File: src/rtl/cas_mf_pkg.sv
package cas_mf_pkg;
   localparam int unsigned BYTE_W = 8;
   localparam int unsigned NIB_W  = 4;

   // Frame-0 word: zero alignment nibble, spare bits high, alarm bit at [2]
   function automatic logic [BYTE_W-1:0] align_word(input logic alarm);
      return {4'b0000, 1'b1, alarm, 1'b1, 1'b1};
   endfunction
endpackage

File: src/rtl/cas_mf_tx.sv
module cas_mf_tx
   import cas_mf_pkg::*;
#(
   parameter int unsigned MF_LEN = 16,
   parameter int unsigned NCH    = 30,
   parameter int unsigned FW     = 4
) (
   input  logic                    clk,
   input  logic                    rst_n,
   input  logic                    fs,
   input  logic                    req,
   input  logic [NCH*NIB_W-1:0]    sig,
   input  logic [NCH-1:0]          clr,
   input  logic                    alarm,
   output logic [FW-1:0]           idx,
   output logic [BYTE_W-1:0]       byte_o,
   output logic                    vld_o
);
   localparam int unsigned HALF = MF_LEN - 1;
   localparam logic [FW-1:0] LAST_IDX = FW'(MF_LEN - 1);

   logic [BYTE_W-1:0] frame_word [MF_LEN];

   assign frame_word[0] = align_word(alarm);

   for (genvar g = 1; g < MF_LEN; g++) begin : g_frame
      logic [NIB_W-1:0] hi_nib, lo_nib;
      assign hi_nib = clr[g-1]      ? {NIB_W{1'b1}} : sig[(g-1)*NIB_W +: NIB_W];
      assign lo_nib = clr[g-1+HALF] ? {NIB_W{1'b1}} : sig[(g-1+HALF)*NIB_W +: NIB_W];
      assign frame_word[g] = {hi_nib, lo_nib};
   end

   always_ff @(posedge clk) begin
      if (!rst_n) begin
         idx    <= LAST_IDX;
         byte_o <= {BYTE_W{1'b1}};
         vld_o  <= 1'b0;
      end else begin
         if (fs) idx <= (idx == LAST_IDX) ? '0 : idx + 1'b1;
         vld_o <= req;
         if (req) byte_o <= frame_word[idx];
      end
   end
endmodule

File: src/rtl/cas_mf_align.sv
module cas_mf_align
   import cas_mf_pkg::*;
#(
   parameter int unsigned MF_LEN      = 16,
   parameter int unsigned LOSS_THRESH = 2,
   parameter int unsigned FW          = 4
) (
   input  logic              clk,
   input  logic              rst_n,
   input  logic              fs,
   input  logic              vld,
   input  logic [BYTE_W-1:0] byte_i,
   output logic              lock_o,
   output logic [FW-1:0]     idx_o,
   output logic              far_o
);
   localparam int unsigned LW = $clog2(LOSS_THRESH + 1);
   localparam logic [FW-1:0] LAST_IDX = FW'(MF_LEN - 1);
   localparam logic [LW-1:0] LAST_ERR = LW'(LOSS_THRESH - 1);

   logic [BYTE_W-1:0] prev_byte;
   logic              prev_ok;
   logic [LW-1:0]     err_cnt;
   logic              fas_hit;

   assign fas_hit = (byte_i[BYTE_W-1 -: NIB_W] == '0);

   always_ff @(posedge clk) begin
      if (!rst_n) begin
         prev_byte <= '0;
         prev_ok   <= 1'b0;
         err_cnt   <= '0;
         lock_o    <= 1'b0;
         idx_o     <= '0;
         far_o     <= 1'b0;
      end else begin
         if (fs && lock_o) idx_o <= (idx_o == LAST_IDX) ? '0 : idx_o + 1'b1;
         if (vld) begin
            prev_byte <= byte_i;
            prev_ok   <= 1'b1;
            if (!lock_o) begin
               if (fas_hit && prev_ok && (prev_byte != '0)) begin
                  lock_o  <= 1'b1;
                  idx_o   <= '0;
                  err_cnt <= '0;
                  far_o   <= byte_i[2];
               end
            end else if (idx_o == '0) begin
               if (fas_hit) begin
                  err_cnt <= '0;
                  far_o   <= byte_i[2];
               end else if (err_cnt == LAST_ERR) begin
                  lock_o  <= 1'b0;
                  far_o   <= 1'b0;
                  err_cnt <= '0;
               end else begin
                  err_cnt <= err_cnt + 1'b1;
               end
            end
         end
      end
   end
endmodule

File: src/rtl/cas_mf_sig_store.sv
module cas_mf_sig_store
   import cas_mf_pkg::*;
#(
   parameter int unsigned MF_LEN = 16,
   parameter int unsigned NCH    = 30,
   parameter int unsigned FW     = 4
) (
   input  logic                 clk,
   input  logic                 rst_n,
   input  logic                 wr,
   input  logic [FW-1:0]        idx,
   input  logic [BYTE_W-1:0]    byte_i,
   output logic [NCH*NIB_W-1:0] sig_o
);
   localparam int unsigned HALF = MF_LEN - 1;

   for (genvar c = 0; c < NCH; c++) begin : g_chan
      localparam bit          UPPER = (c < HALF);
      localparam int unsigned FRM   = UPPER ? c + 1 : c - HALF + 1;
      logic [NIB_W-1:0] nib;
      assign nib = UPPER ? byte_i[BYTE_W-1 -: NIB_W] : byte_i[NIB_W-1:0];
      always_ff @(posedge clk) begin
         if (!rst_n) sig_o[c*NIB_W +: NIB_W] <= {NIB_W{1'b1}};
         else if (wr && idx == FW'(FRM)) sig_o[c*NIB_W +: NIB_W] <= nib;
      end
   end
endmodule

File: src/rtl/cas_mf_codec.sv
module cas_mf_codec
   import cas_mf_pkg::*;
#(
   parameter int unsigned MF_LEN      = 16,
   parameter int unsigned LOSS_THRESH = 2,
   localparam int unsigned NCH        = 2 * (MF_LEN - 1),
   localparam int unsigned FW         = $clog2(MF_LEN)
) (
   input  logic                 clk,
   input  logic                 rst_n,
   input  logic                 tx_fs,
   input  logic                 tx_req,
   input  logic [NCH*NIB_W-1:0] tx_sig,
   input  logic [NCH-1:0]       tx_clear,
   output logic [BYTE_W-1:0]    tx_byte,
   output logic                 tx_vld,
   input  logic                 rx_fs,
   input  logic                 rx_vld,
   input  logic [BYTE_W-1:0]    rx_byte,
   output logic                 rx_lock,
   output logic                 rx_far_alarm,
   output logic [NCH*NIB_W-1:0] rx_sig
);
   initial begin
      assert (MF_LEN >= 2 && MF_LEN == (1 << FW))
         else $error("MF_LEN must be a power of two, at least 2");
      assert (LOSS_THRESH >= 1)
         else $error("LOSS_THRESH must be at least 1");
   end

   logic [FW-1:0] tx_idx;
   logic [FW-1:0] rx_idx;
   logic          sig_wr;

   cas_mf_tx #(.MF_LEN(MF_LEN), .NCH(NCH), .FW(FW)) u_tx (
      .clk   (clk),
      .rst_n (rst_n),
      .fs    (tx_fs),
      .req   (tx_req),
      .sig   (tx_sig),
      .clr   (tx_clear),
      .alarm (!rx_lock),
      .idx   (tx_idx),
      .byte_o(tx_byte),
      .vld_o (tx_vld)
   );

   cas_mf_align #(.MF_LEN(MF_LEN), .LOSS_THRESH(LOSS_THRESH), .FW(FW)) u_align (
      .clk   (clk),
      .rst_n (rst_n),
      .fs    (rx_fs),
      .vld   (rx_vld),
      .byte_i(rx_byte),
      .lock_o(rx_lock),
      .idx_o (rx_idx),
      .far_o (rx_far_alarm)
   );

   assign sig_wr = rx_vld && rx_lock && (rx_idx != '0);

   cas_mf_sig_store #(.MF_LEN(MF_LEN), .NCH(NCH), .FW(FW)) u_store (
      .clk   (clk),
      .rst_n (rst_n),
      .wr    (sig_wr),
      .idx   (rx_idx),
      .byte_i(rx_byte),
      .sig_o (rx_sig)
   );
endmodule

File: config.mk
export PLATFORM = sky130hd
export DESIGN_NAME = cas_mf_codec
export DESIGN_NICKNAME = d
export VERILOG_FILES = /design/src/rtl/cas_mf_pkg.sv /design/src/rtl/cas_mf_tx.sv /design/src/rtl/cas_mf_align.sv /design/src/rtl/cas_mf_sig_store.sv /design/src/rtl/cas_mf_codec.sv
export SDC_FILE = /design/constraint.sdc
export NUM_CORES = 1
export LEC_CHECK = 0
export BUFFER_PORTS_ARGS = -buffer_cell sky130_fd_sc_hd__buf_2
export CAP_MARGIN = 20
export CORE_MARGIN = 3
export CORE_UTILIZATION = 40
export DETAILED_ROUTE_END_ITERATION = 10
export PLACE_DENSITY = 0.7
export SLEW_MARGIN = 20
export SYNTH_ARGS = -nofsm -noshare
export SYNTH_HDL_FRONTEND = slang
export SYNTH_SLANG_ARGS = --single-unit
File: constraint.sdc
create_clock -name clk -period 2.35 [get_ports clk]
set_clock_uncertainty 0.15 [all_clocks]
set_input_delay 0.3525 -clock clk [delete_from_list [all_inputs] [get_ports clk]]
set_output_delay 0.3525 -clock clk [all_outputs]
set_load 0.1 [all_outputs]
==> metrics.yaml, run 1 <==
floorplanning:
  die_area_um2: 18200
  chipHeight_um: 135
  die_w_um: 135
  num_io_pins: 295
  rows: 46
  core_um2: 16100
  start_util_pct: 41.4
yosys:
  synth-seq-area-share_pct: 45.2
  synthCells: 854
  avgSynthCellArea_um2: 7.78
  muxShareOfSynthArea_pct: 1.66
  synthXorXnorAreaFrac_pct: 0.132
  syn-num-nets: 1023
  synthArstFlopShare_pct: 0
  synth_flop_cell: "dfxtp_1"
  synth_top_family_by_area: "simple AND/OR/NAND/NOR gates"
  synth-adder-area-share_pct: 0.941
  synth-compound-area-share_pct: 13.5
  synth_edf_count: 0
  yosys.area_share.simple_pct: 34.0
  synth.distinct_cells: 48
  syn_area_um2: 6650
  synth_seq_cells: 150
  synth-warning-count: 0
detailed_routing:
  wirelength_mm: 24.1
  dr.pass1.iters: 5
  viasPerCell: 5.33
  wl_per_cell_um: 17.9
  vias: 7155
  route.detailed.drc: 0
  drtIter0Drc: 483
  final_antenna_net_count: 0
min_path:
  hold_path_depth: 2
  min-delay-start: "rst_n"
  min_path_type: "input port to flop"
cts:
  ctsHtreeMaxLevel: 4
  clk_path_buf_depth: 2
  ctsHoldBuffers: 0
  clkSlewWorstSetupHoldPaths_ps: 60
  cts-resized-gates: 0
  postCtsSetupRepairBufs: 0
  cts_buffers: 17
  clock-root-buffer: "clkbuf_16"
  clock-sinks: 150
  cts_tree: "yes"
  clk_latency_ps: 420
layout:
  drive_gt1_share_pct: 31.1
  syn2layout_area_growth_pct: 32.5
  fin_nets: 1283
  fillCellCount: 1527
  antenna_cells: 0
placed_design:
  gp_congestion: 0.909
  port_buffers: 294
  post-place-ws_ps: 207
  hpwlAfterDp_mm: 17.4
grt:
  grt_use_total_pct: 25.4
  grt_use_met3_pct: 6.74
  grt_overflow: 0
  busiest_layer: "met2"
  grt_max_degree: 70
  met1_usage_pct: 31.8
  grt_pass1_vias: 6696
  grt_pass1_wl_mm: 36.3
  antenna_found_initial: 0
  use_met2_pct: 42.4
sta:
  timing.fmax_mhz: 460
  rsz0062_at_grt: "no"
  fin_ws_ps: 175
  slew_headroom_pct: 53.2
  fin_crit_sh_pct: 92.6
  hold_slack_ps: 78.8
  finalMaxSlewViolations: 0
  min_period_ps: 2180
  finalSetupTns_ps: 0
  hold_viol_final: 0
  tightest_slew_ps: 702
  setup_viol: 0
worst_setup_path:
  required_ps: 2490
  startpoint: "u_align.idx_o[0]"
  cp_max_fo: 20
  worstReg2RegEnd: "u_store.sig_o[67]"
  r2r_start: "u_align.idx_o[0]"
  path_class: "flop to flop"
  critPathCapture: "u_store.sig_o[67]"
  critPathArrivalTime_ps: 2320
  cp-start-kind: "flop"
  worst-r2r-cell-count: 7
  r2r_setup_slack_ps: 170
  end_kind: "flop"
power:
  pwr_density_cell_nw_per_um2: 665
  total_leakage_power_uw: 0.00406
  ir_worst_vdd_mv: 0.520
run_status:
  status: "finished clean"
job:
  maxCapViolations: 0
state kept, by name, summed over array words and instances, names as in the netlist:
signal,cells
u_align.err_cnt,2
u_align.far_o,1
u_align.idx_o,4
u_align.lock_o,1
u_align.prev_byte,8
u_align.prev_ok,1
u_store.sig_o,120
u_tx.byte_o,8
u_tx.idx,4
u_tx.vld_o,1
worst min-delay path by stage:
stage	endpoint	slack (ps)
floorplan	u_align.prev_ok	280
global placement	u_align.prev_ok	290
detailed placement	u_align.prev_ok	300
CTS	u_tx.idx[1]	60
global route	u_tx.idx[1]	80
finish	u_tx.idx[1]	80
layer usage:
layer	part of all wire [%]	routed length (um)	vias up
met5	0	0	-
met1	41	9820	3280
met2	48	11500	322
met4	2.5	609	0
met3	8.9	2140	41
li1	-	-	3512
area by class of cell:
type                    count  area [um^2]  area share, %
clock buffers              25          485           5.51
clock inverters             7         46.3          0.526
inverters                  10         37.5          0.426
multi-input cells         626         3340           37.9
flip-flops and latches    150         3000           34.1
well taps                 216          270           3.07
repair buffers            309         1620           18.4
cells in the mapped netlist (all sizes together), types with 7 or more instances:
cell type,count,share of area [%]
nor2,7,0.40
clkbuf,62,3.5
o2111ai,7,0.92
dfxtp,150,45
nand4,8,0.75
inv,10,0.56
o22ai,22,2.1
o21ai,34,2.6
a21oi,10,0.75
mux2i,11,1.7
nand3b,7,0.98
nor2b,12,1.1
nand2b,16,1.5
nand3,153,12
and2,14,1.3
o221ai,11,1.4
o32ai,26,3.4
nand2,240,14
placed cells by master (no fill, tap or decap), types with 13 or more instances in the layout:
cell       synthesis  final
and2_1            14     14
buf_2              3    293
buf_4              0     13
clkbuf_16          0     17
dfxtp_1          150    149
nand2_1          240    240
nand2b_1          16     16
nand3_1          153    153
o21ai_0           34     34
o22ai_1           22     22
o32ai_1           26     26
metrics by stage:
| stage | instance area, um^2 | utilization [%] | std cells | power [uW] |
|---|---|---|---|---|
| 2_1_floorplan | 6650 | - | 854 | 3130 |
| 3_3_place_gp | 8270 | 51.5 | 1311 | 3440 |
| 3_5_place_dp | 8270 | 51.5 | 1311 | 3440 |
| 4_1_cts | 8810 | 54.8 | 1343 | 5890 |
| 5_1_grt | 8810 | 54.8 | 1343 | 6060 |
| 6_report | 8810 | 54.8 | 1343 | 5850 |
where the power goes:
| part | leakage [uW] | switching [uW] | internal (uW) |
|---|---|---|---|
| Sequential | 0.00122 | 28.8 | 2580 |
| Combinational | 0.00259 | 505 | 281 |
| Clock | 0.000254 | 1030 | 1430 |
cells by family after synthesis:
| family | count (synthesis) |
|---|---|
| multiplexers | 11 |
| buffers and inverters | 78 |
| AO/OA/AOI/OAI | 127 |
| flip-flops | 150 |
| XOR/XNOR | 1 |
| AND/OR/NAND/NOR | 482 |
| adder cells (fa/ha/maj) | 5 |
worst max-delay path, stage by stage, from the launching register on:
cell and delay [ps]:
dfxtp_1 430, inv_1 110, ha_1 330, nor4_4 300, buf_4 270, nand2_1 220
nand2_1 160, nand3_1 80
Note: power is estimated with default switching activity, not from simulation.
==> run 2, diff against run 1 <==
--- a/config.mk
+++ b/config.mk
@@ -8,9 +8,9 @@
 export BUFFER_PORTS_ARGS = -buffer_cell sky130_fd_sc_hd__buf_2
 export CAP_MARGIN = 20
 export CORE_MARGIN = 3
-export CORE_UTILIZATION = 40
+export CORE_UTILIZATION = 45
 export DETAILED_ROUTE_END_ITERATION = 10
-export PLACE_DENSITY = 0.7
+export PLACE_DENSITY = 0.77
 export SLEW_MARGIN = 20
 export SYNTH_ARGS = -nofsm -noshare
 export SYNTH_HDL_FRONTEND = slang
==> run 2 against run 1 <==
Compared with the run above:
- die area is 11% lower
- critical path type unchanged
- cell count decreased by 2.3%
- clock-buffer cell count shrank 5
- core utilization grew 7.6 points
- global-route usage rose by 3.2 points
==> metrics.yaml, run 2 (same netlist as run 1, synthesis figures left out) <==
detailed_routing:
  vias: 7308  # was 7155
  wirelength_mm: 24.1  # about the same
  wl_per_cell_um: 18.3  # was 17.9 um
  drtIter0Drc: 613  # was 483
  final_antenna_net_count: 0  # unchanged
  dr.pass1.iters: 5  # unchanged
  viasPerCell: 5.57  # was 5.33
  route.detailed.drc: 0  # unchanged
placed_design:
  port_buffers: 294  # unchanged
  gp_congestion: 1.00  # was 0.909
  hpwlAfterDp_mm: 17.5  # was 17.4 mm
sta:
  tightest_slew_ps: 580  # was 702 ps
  hold_viol_final: 0  # unchanged
  finalMaxSlewViolations: 0  # unchanged
  fin_crit_sh_pct: 83.9  # was 92.6%
  finalSetupTns_ps: 0  # unchanged
  timing.fmax_mhz: 507  # was 460 MHz
  slew_headroom_pct: 61.3  # was 53.2%
  min_period_ps: 1970  # was 2180 ps
  setup_viol: 0  # unchanged
  rsz0062_at_grt: "no"  # unchanged
floorplanning:
  die_area_um2: 16300  # was 18200 um^2
  num_io_pins: 295  # unchanged
  core_um2: 14100  # was 16100 um^2
  rows: 43  # was 46
  chipHeight_um: 128  # was 135 um
  start_util_pct: 47.0  # was 41.4%
  die_w_um: 128  # was 135 um
layout:
  largest_reg_flops: 120  # unchanged
  syn2layout_area_growth_pct: 33.0  # was 32.5%
  fin_nets: 1287  # was 1283
  drive_gt1_share_pct: 31.7  # was 31.1%
  reg.largest.list: "u_store.sig_o x120, u_align.prev_byte x8, u_tx.byte_o x8"  # unchanged
  final_common_cell: "buf_2"  # unchanged
  post-route-util_pct: 62.5  # was 54.8%
  mostFrequentLayoutCells: "293 x buf_2, 240 x nand2_1, 153 x nand3_1, 149 x dfxtp_1, 34 x o21ai_0"  # unchanged
  regMostFlops: "u_store.sig_o"  # unchanged
cts:
  ctsHoldBuffers: 0  # unchanged
  clk_latency_ps: 410  # was 420 ps
  cts-resized-gates: 0  # unchanged
  ctsHtreeMaxLevel: 4  # unchanged
  clock-root-buffer: "clkbuf_16"  # unchanged
  clock-sinks: 150  # unchanged
  clk_path_buf_depth: 2  # unchanged
  cts_tree: "yes"  # unchanged
  cts_buffers: 17  # unchanged
  clkSlewWorstSetupHoldPaths_ps: 60  # about the same
  postCtsSetupRepairBufs: 0  # unchanged
worst_setup_path:
  cp_max_fo: 11  # was 20
  path_class: "flop to flop"  # unchanged
  critPathArrivalTime_ps: 2110  # was 2320 ps
  required_ps: 2490  # about the same
  end_kind: "flop"  # unchanged
  cp-start-kind: "flop"  # unchanged
grt:
  grt_use_total_pct: 28.6  # was 25.4%
  grt_pass1_vias: 6847  # was 6696
  grt_max_degree: 60  # was 70
  antenna_found_initial: 1  # was 0
  grt_pass1_wl_mm: 36.6  # was 36.3 mm
  grt_overflow: 0  # unchanged
power:
  pwr_density_cell_nw_per_um2: 684  # was 665 nW/um^2
  total_leakage_power_uw: 0.00411  # was 0.00406 uW
  ir_worst_vdd_mv: 0.451  # was 0.520 mV
min_path:
  min_path_type: "input port to flop"  # unchanged
run_status:
  status: "finished clean"  # unchanged
job:
  maxCapViolations: 0  # unchanged
[run 2: area by class of cell]
type | instances | area [um^2]
antenna | 1 | 2.50
clock buffer | 20 | 447
clock inverter | 12 | 129
multi-input combinational | 626 | 3340
timing repair buffer | 313 | 1650
tap | 180 | 225
sequential | 150 | 3000
inverter | 10 | 37.5
fill | 1272 | 5310
[run 2: worst paths after layout]
path / from / endpoint / slack (ps) / cells after the start
worst max-delay path: u_align.lock_o / u_store.sig_o[96] / 380 / 5
worst max register to register: u_align.lock_o / u_store.sig_o[96] / 380 / 5
worst min-delay path: rx_fs / u_align.idx_o[1] / 80 / 3
worst min register to register: u_store.sig_o[117] / u_store.sig_o[117] / 310 / 2
[run 2: routing by layer]
metal,share of wire [%],GRT usage (%)
met1,41,37.0
met4,2.2,8.52
met2,48,46.8
met5,0,0
met3,9.3,7.61
[run 2: critical path, cell delays in order, from the launching register on]
cell,delay [ps]
dfxtp_2,440
nand2_1,210
nor3b_2,490
nand2_1,300
nand2_1,160
nand3_1,80
[run 2: through the flow]
| step | power, uW | std cells | setup slack [ps] | hold WS (ps) | cell area (um^2) |
|---|---|---|---|---|---|
| global placement | 3440 | 1279 | 418 | 293 | 8260 |
| floorplan | 3130 | 854 | 190 | 278 | 6650 |
| detailed placement | 3440 | 1279 | 358 | 295 | 8260 |
| global route | 6260 | 1312 | 201 | 88.7 | 8840 |
| finish | 6050 | 1312 | 379 | 82.8 | 8840 |
| CTS | 6070 | 1311 | 396 | 66.3 | 8830 |
[run 2: power breakdown]
group	total [uW]	switching [uW]	internal (uW)
clock	2650	1060	1590
combinational	779	498	281
sequential	2620	37.1	2580
==> run 3, diff against run 2 <==
--- a/config.mk
+++ b/config.mk
@@ -5,12 +5,13 @@
 export SDC_FILE = /design/constraint.sdc
 export NUM_CORES = 1
 export LEC_CHECK = 0
+export ABC_AREA = 1
 export BUFFER_PORTS_ARGS = -buffer_cell sky130_fd_sc_hd__buf_2
 export CAP_MARGIN = 20
 export CORE_MARGIN = 3
 export CORE_UTILIZATION = 45
 export DETAILED_ROUTE_END_ITERATION = 10
-export PLACE_DENSITY = 0.77
+export PLACE_DENSITY = 0.76
 export SLEW_MARGIN = 20
 export SYNTH_ARGS = -nofsm -noshare
 export SYNTH_HDL_FRONTEND = slang
==> constraint.sdc (replaced) <==
create_clock -name clk -period 2 [get_ports clk]
set_clock_uncertainty 0.15 [all_clocks]
set_input_delay 0.3 -clock clk [delete_from_list [all_inputs] [get_ports clk]]
set_output_delay 0.3 -clock clk [all_outputs]
set_load 0.1 [all_outputs]
==> run 3 against run 2 <==
Compared with the run above:
- sequential power rose by 16%
- maximum frequency rose by 3.6%
- critical path depth rose by 5
- setup slack got worse by 280 ps
- hold slack got worse by 25 ps
- area after synthesis rose by 7.4%
- total power rose by 24%
==> metrics.yaml, run 3 <==
power:
  p_sw_uw: 2030  # was 1600 uW
  pwr_density_cell_nw_per_um2: 773  # was 684 nW/um^2
  p_int_uw: 5440  # was 4450 uW
  seqPwrFrac_pct: 40.9  # was 43.2%
  total_leakage_power_uw: 0.00517  # was 0.00411 uW
  pwr-share-clk_pct: 44.5  # was 43.9%
  ir_worst_vdd_mv: 0.605  # was 0.451 mV
  combPwrFrac_pct: 14.6  # was 12.9%
  sw_frac_of_total_pct: 27.2  # was 26.4%
yosys:
  yosysTopAreaCell: "dfxtp_1"  # unchanged
  synth-seq-area-share_pct: 42.1  # was 45.2%
  yosysTopAreaCellShare_pct: 42.1  # was 45.2%
  synth.distinct_cells: 27  # was 48
  synth_common_cells: "374 x nand2_1, 172 x nor2_1, 150 x dfxtp_1"  # was 240 x nand2_1, 153 x nand3_1, 150 x dfxtp_1
  netlist_top_cells_area: "dfxtp_1 42%, nand2_1 20%, nand3_1 10%, nor2_1 9.0%, o211ai_1 3.3%"  # was dfxtp_1 45%, nand2_1 14%, nand3_1 12%, clkbuf_1 3.5%, o32ai_1 3.4%
  syn_area_um2: 7140  # was 6650 um^2
  synth_seq_cells: 150  # unchanged
  synth_edf_count: 0  # unchanged
  syn-num-nets: 1250  # was 1023
  synth_most_common_cell: "nand2_1"  # unchanged
  synthArstFlopShare_pct: 0  # unchanged
  synth-warning-count: 0  # unchanged
  synthCells: 1081  # was 854
  synth_flop_cell: "dfxtp_1"  # unchanged
  avgSynthCellArea_um2: 6.60  # was 7.78 um^2
worst_setup_path:
  critPathArrivalTime_ps: 2040  # was 2110 ps
  cp-start-kind: "flop"  # unchanged
  path_class: "flop to flop"  # unchanged
  required_ps: 2130  # was 2490 ps
  r2r_setup_slack_ps: 100  # was 380 ps
  path_delay_family: "simple AND/OR/NAND/NOR gates"  # unchanged
  critPathCapture: "u_store.sig_o[40]"  # was u_store.sig_o[96]
  r2r_start: "u_align.idx_o[1]"  # was u_align.lock_o
  worst-r2r-cell-count: 10  # was 5
  end_kind: "flop"  # unchanged
  path_buf_inv: 3  # was 0
  cp_max_fo: 10  # was 11
  worstReg2RegEnd: "u_store.sig_o[40]"  # was u_store.sig_o[96]
  critPathMaxStageDelay_ps: 350  # was 490 ps
  path_cells: "inv_1 -> ha_1 -> inv_1 -> nor2_4 -> nor2_8 -> nand2_4 -> nor2_4 -> inv_4 -> nand2_1 -> nand3_1"  # was nand2_1 -> nor3b_2 -> nand2_1 -> nand2_1 -> nand3_1
  startpoint: "u_align.idx_o[1]"  # was u_align.lock_o
  slowest_stage: "dfxtp_2"  # was nor3b_2
  cp.depth: 10  # was 5
sta:
  fin_ws_ps: 96.4  # was 379 ps
  rsz0062_at_grt: "yes"  # was no
  slew_headroom_pct: 64.6  # was 61.3%
  hold_slack_ps: 57.7  # was 82.8 ps
  min_period_ps: 1900  # was 1970 ps
  setup_viol: 0  # unchanged
  fin_crit_sh_pct: 95.2  # was 83.9%
  timing.fmax_mhz: 525  # was 507 MHz
  hold_viol_final: 0  # unchanged
  tightest_slew_ps: 535  # was 580 ps
  finalSetupTns_ps: 0  # unchanged
  finalMaxSlewViolations: 0  # unchanged
detailed_routing:
  final_antenna_net_count: 0  # unchanged
  dr.pass1.iters: 5  # unchanged
  top_layer: "met4"  # unchanged
  met2WireLength_mm: 11.0  # was 11.5 mm
  route.detailed.drc: 0  # unchanged
  vias: 8086  # was 7308
  dr_wl_met3_mm: 1.64  # was 2.24 mm
  drtIter0Drc: 633  # was 613
  wirelength_mm: 23.0  # was 24.1 mm
  wl_per_cell_um: 14.3  # was 18.3 um
  drt-met1-wl_mm: 10.1  # was 9.83 mm
  viasPerCell: 5.02  # was 5.57
cts:
  clkSlewWorstSetupHoldPaths_ps: 60  # about the same
  clock-root-buffer: "clkbuf_16"  # unchanged
  clock-sinks: 150  # unchanged
  clk_latency_ps: 410  # about the same
  ctsHtreeMaxLevel: 4  # unchanged
  cts_tree: "yes"  # unchanged
  clk_path_buf_depth: 2  # unchanged
  cts_buffers: 17  # unchanged
placed_design:
  gp_congestion: 0.901  # was 1.00
  port_buffers: 294  # unchanged
  post-place-ws_ps: 120  # was 358 ps
  hpwlAfterDp_mm: 16.9  # was 17.5 mm
floorplanning:
  rows: 45  # was 43
  chipHeight_um: 132  # was 128 um
  num_io_pins: 295  # unchanged
  core_um2: 15400  # was 14100 um^2
  start_util_pct: 46.4  # was 47.0%
  die_area_um2: 17400  # was 16300 um^2
  die_w_um: 132  # was 128 um
grt:
  grt_max_degree: 55  # was 60
  grt_overflow: 0  # unchanged
  antenna_found_initial: 0  # was 1
  grt_pass1_vias: 7109  # was 6847
  grt_use_total_pct: 25.0  # was 28.6%
  grt_pass1_wl_mm: 35.9  # was 36.6 mm
layout:
  fin_nets: 1555  # was 1287
  largest_reg_flops: 120  # unchanged
  final_common_cell: "nand2_1"  # was buf_2
  reg.largest.list: "u_store.sig_o x120, u_align.prev_byte x8, u_tx.byte_o x8"  # unchanged
  antenna_cells: 0  # was 1
  drive_gt1_share_pct: 28.7  # was 31.7%
  mostFrequentLayoutCells: "374 x nand2_1, 293 x buf_2, 172 x nor2_1, 148 x dfxtp_1, 143 x nand3_1"  # was 293 x buf_2, 240 x nand2_1, 153 x nand3_1, 149 x dfxtp_1, 34 x o21ai_0
  regMostFlops: "u_store.sig_o"  # unchanged
  syn2layout_area_growth_pct: 35.4  # was 33.0%
min_path:
  min-delay-start: "tx_req"  # was rx_fs
  min_path_type: "input port to flop"  # unchanged
run_status:
  status: "finished clean"  # unchanged
job:
  maxCapViolations: 0  # unchanged
-- run 3: cell count changes after synthesis, sizes merged, moves of 11 or more --
| cell | delta |
|---|---|
| clkbuf | -24 |
| mux2i | -11 |
| nand2b | -16 |
| o211ai | +30 |
| o221ai | -11 |
| o32ai | -26 |
| inv | +61 |
| nand2 | +138 |
| o22ai | -22 |
| nor2b | -12 |
| nor2 | +177 |
| and2 | -14 |
-- run 3: worst register-to-register path: stages (launching register included) --
cell     delay [ps]
dfxtp_2         350
inv_1            80
ha_1            230
inv_1           110
nor2_4           70
nor2_8          200
nand2_4         130
nor2_4          210
inv_4            90
nand2_1          80
nand3_1          80
-- run 3: layout make-up --
type | instances | area (um^2)
Clock buffer | 19 | 453
Clock inverter | 13 | 170
Fill cell | 1413 | 5710
Inverter | 75 | 294
Multi-Input combinational cell | 805 | 3640
Sequential cell | 150 | 3010
Tap cell | 211 | 264
Timing Repair Buffer | 337 | 1840
-- run 3: stage by stage --
step                area [um^2]  std cells  total power [uW]  util (%)
floorplan                  7140       1081              3810         -
global placement           8880       1559              4190      57.8
detailed placement         8880       1559              4200      57.8
CTS                        9520       1592              7490      61.9
global route               9660       1610              7770      62.9
finish                     9660       1610              7470      62.9
-- run 3: logic make-up after synthesis --
kind of cell	after synthesis	synth area share [%]
xor+xnor	3	0.368
fa+ha+maj	5	0.877
simple gates	714	42.5
buf+inv	126	6.98
flops	150	42.1
compound gates	83	7.15
-- run 3: worst min path at each step --
stage / slack, ps / cells after the start / to
floorplan: 260 / 1 / u_tx.idx[1]
global placement: 280 / 2 / u_align.err_cnt[1]
detailed placement: 290 / 2 / u_align.err_cnt[1]
CTS: 50 / 3 / u_tx.byte_o[1]
global route: 60 / 3 / u_tx.byte_o[7]
finish: 60 / 3 / u_tx.byte_o[1]
-- run 3: timing repair --
item | in CTS | in global routing
endpoints found under the setup margin | 0 | 68
hold buffers | 1 | 0
gates resized for setup | 0 | 4
endpoints found under the hold margin | 1 | 0
buffers inserted | 0 | 18
-- run 3: layer usage --
| layer | vias to the layer above | track usage (%) |
|---|---|---|
| met4 | 0 | 5.72 |
| met2 | 317 | 40.9 |
| met3 | 30 | 4.85 |
| met5 | - | 0 |
| met1 | 3681 | 34.4 |
| li1 | 4058 | - |
-- run 3: power groups by stage --
stage | logic (uW) | clock network (uW) | registers, uW
after floorplan | 546 | 0 | 3260
after global placement | 1070 | 0 | 3120
after detailed placement | 1080 | 0 | 3120
after CTS | 1080 | 3350 | 3050
after global routing | 1220 | 3500 | 3060
final | 1090 | 3330 | 3050
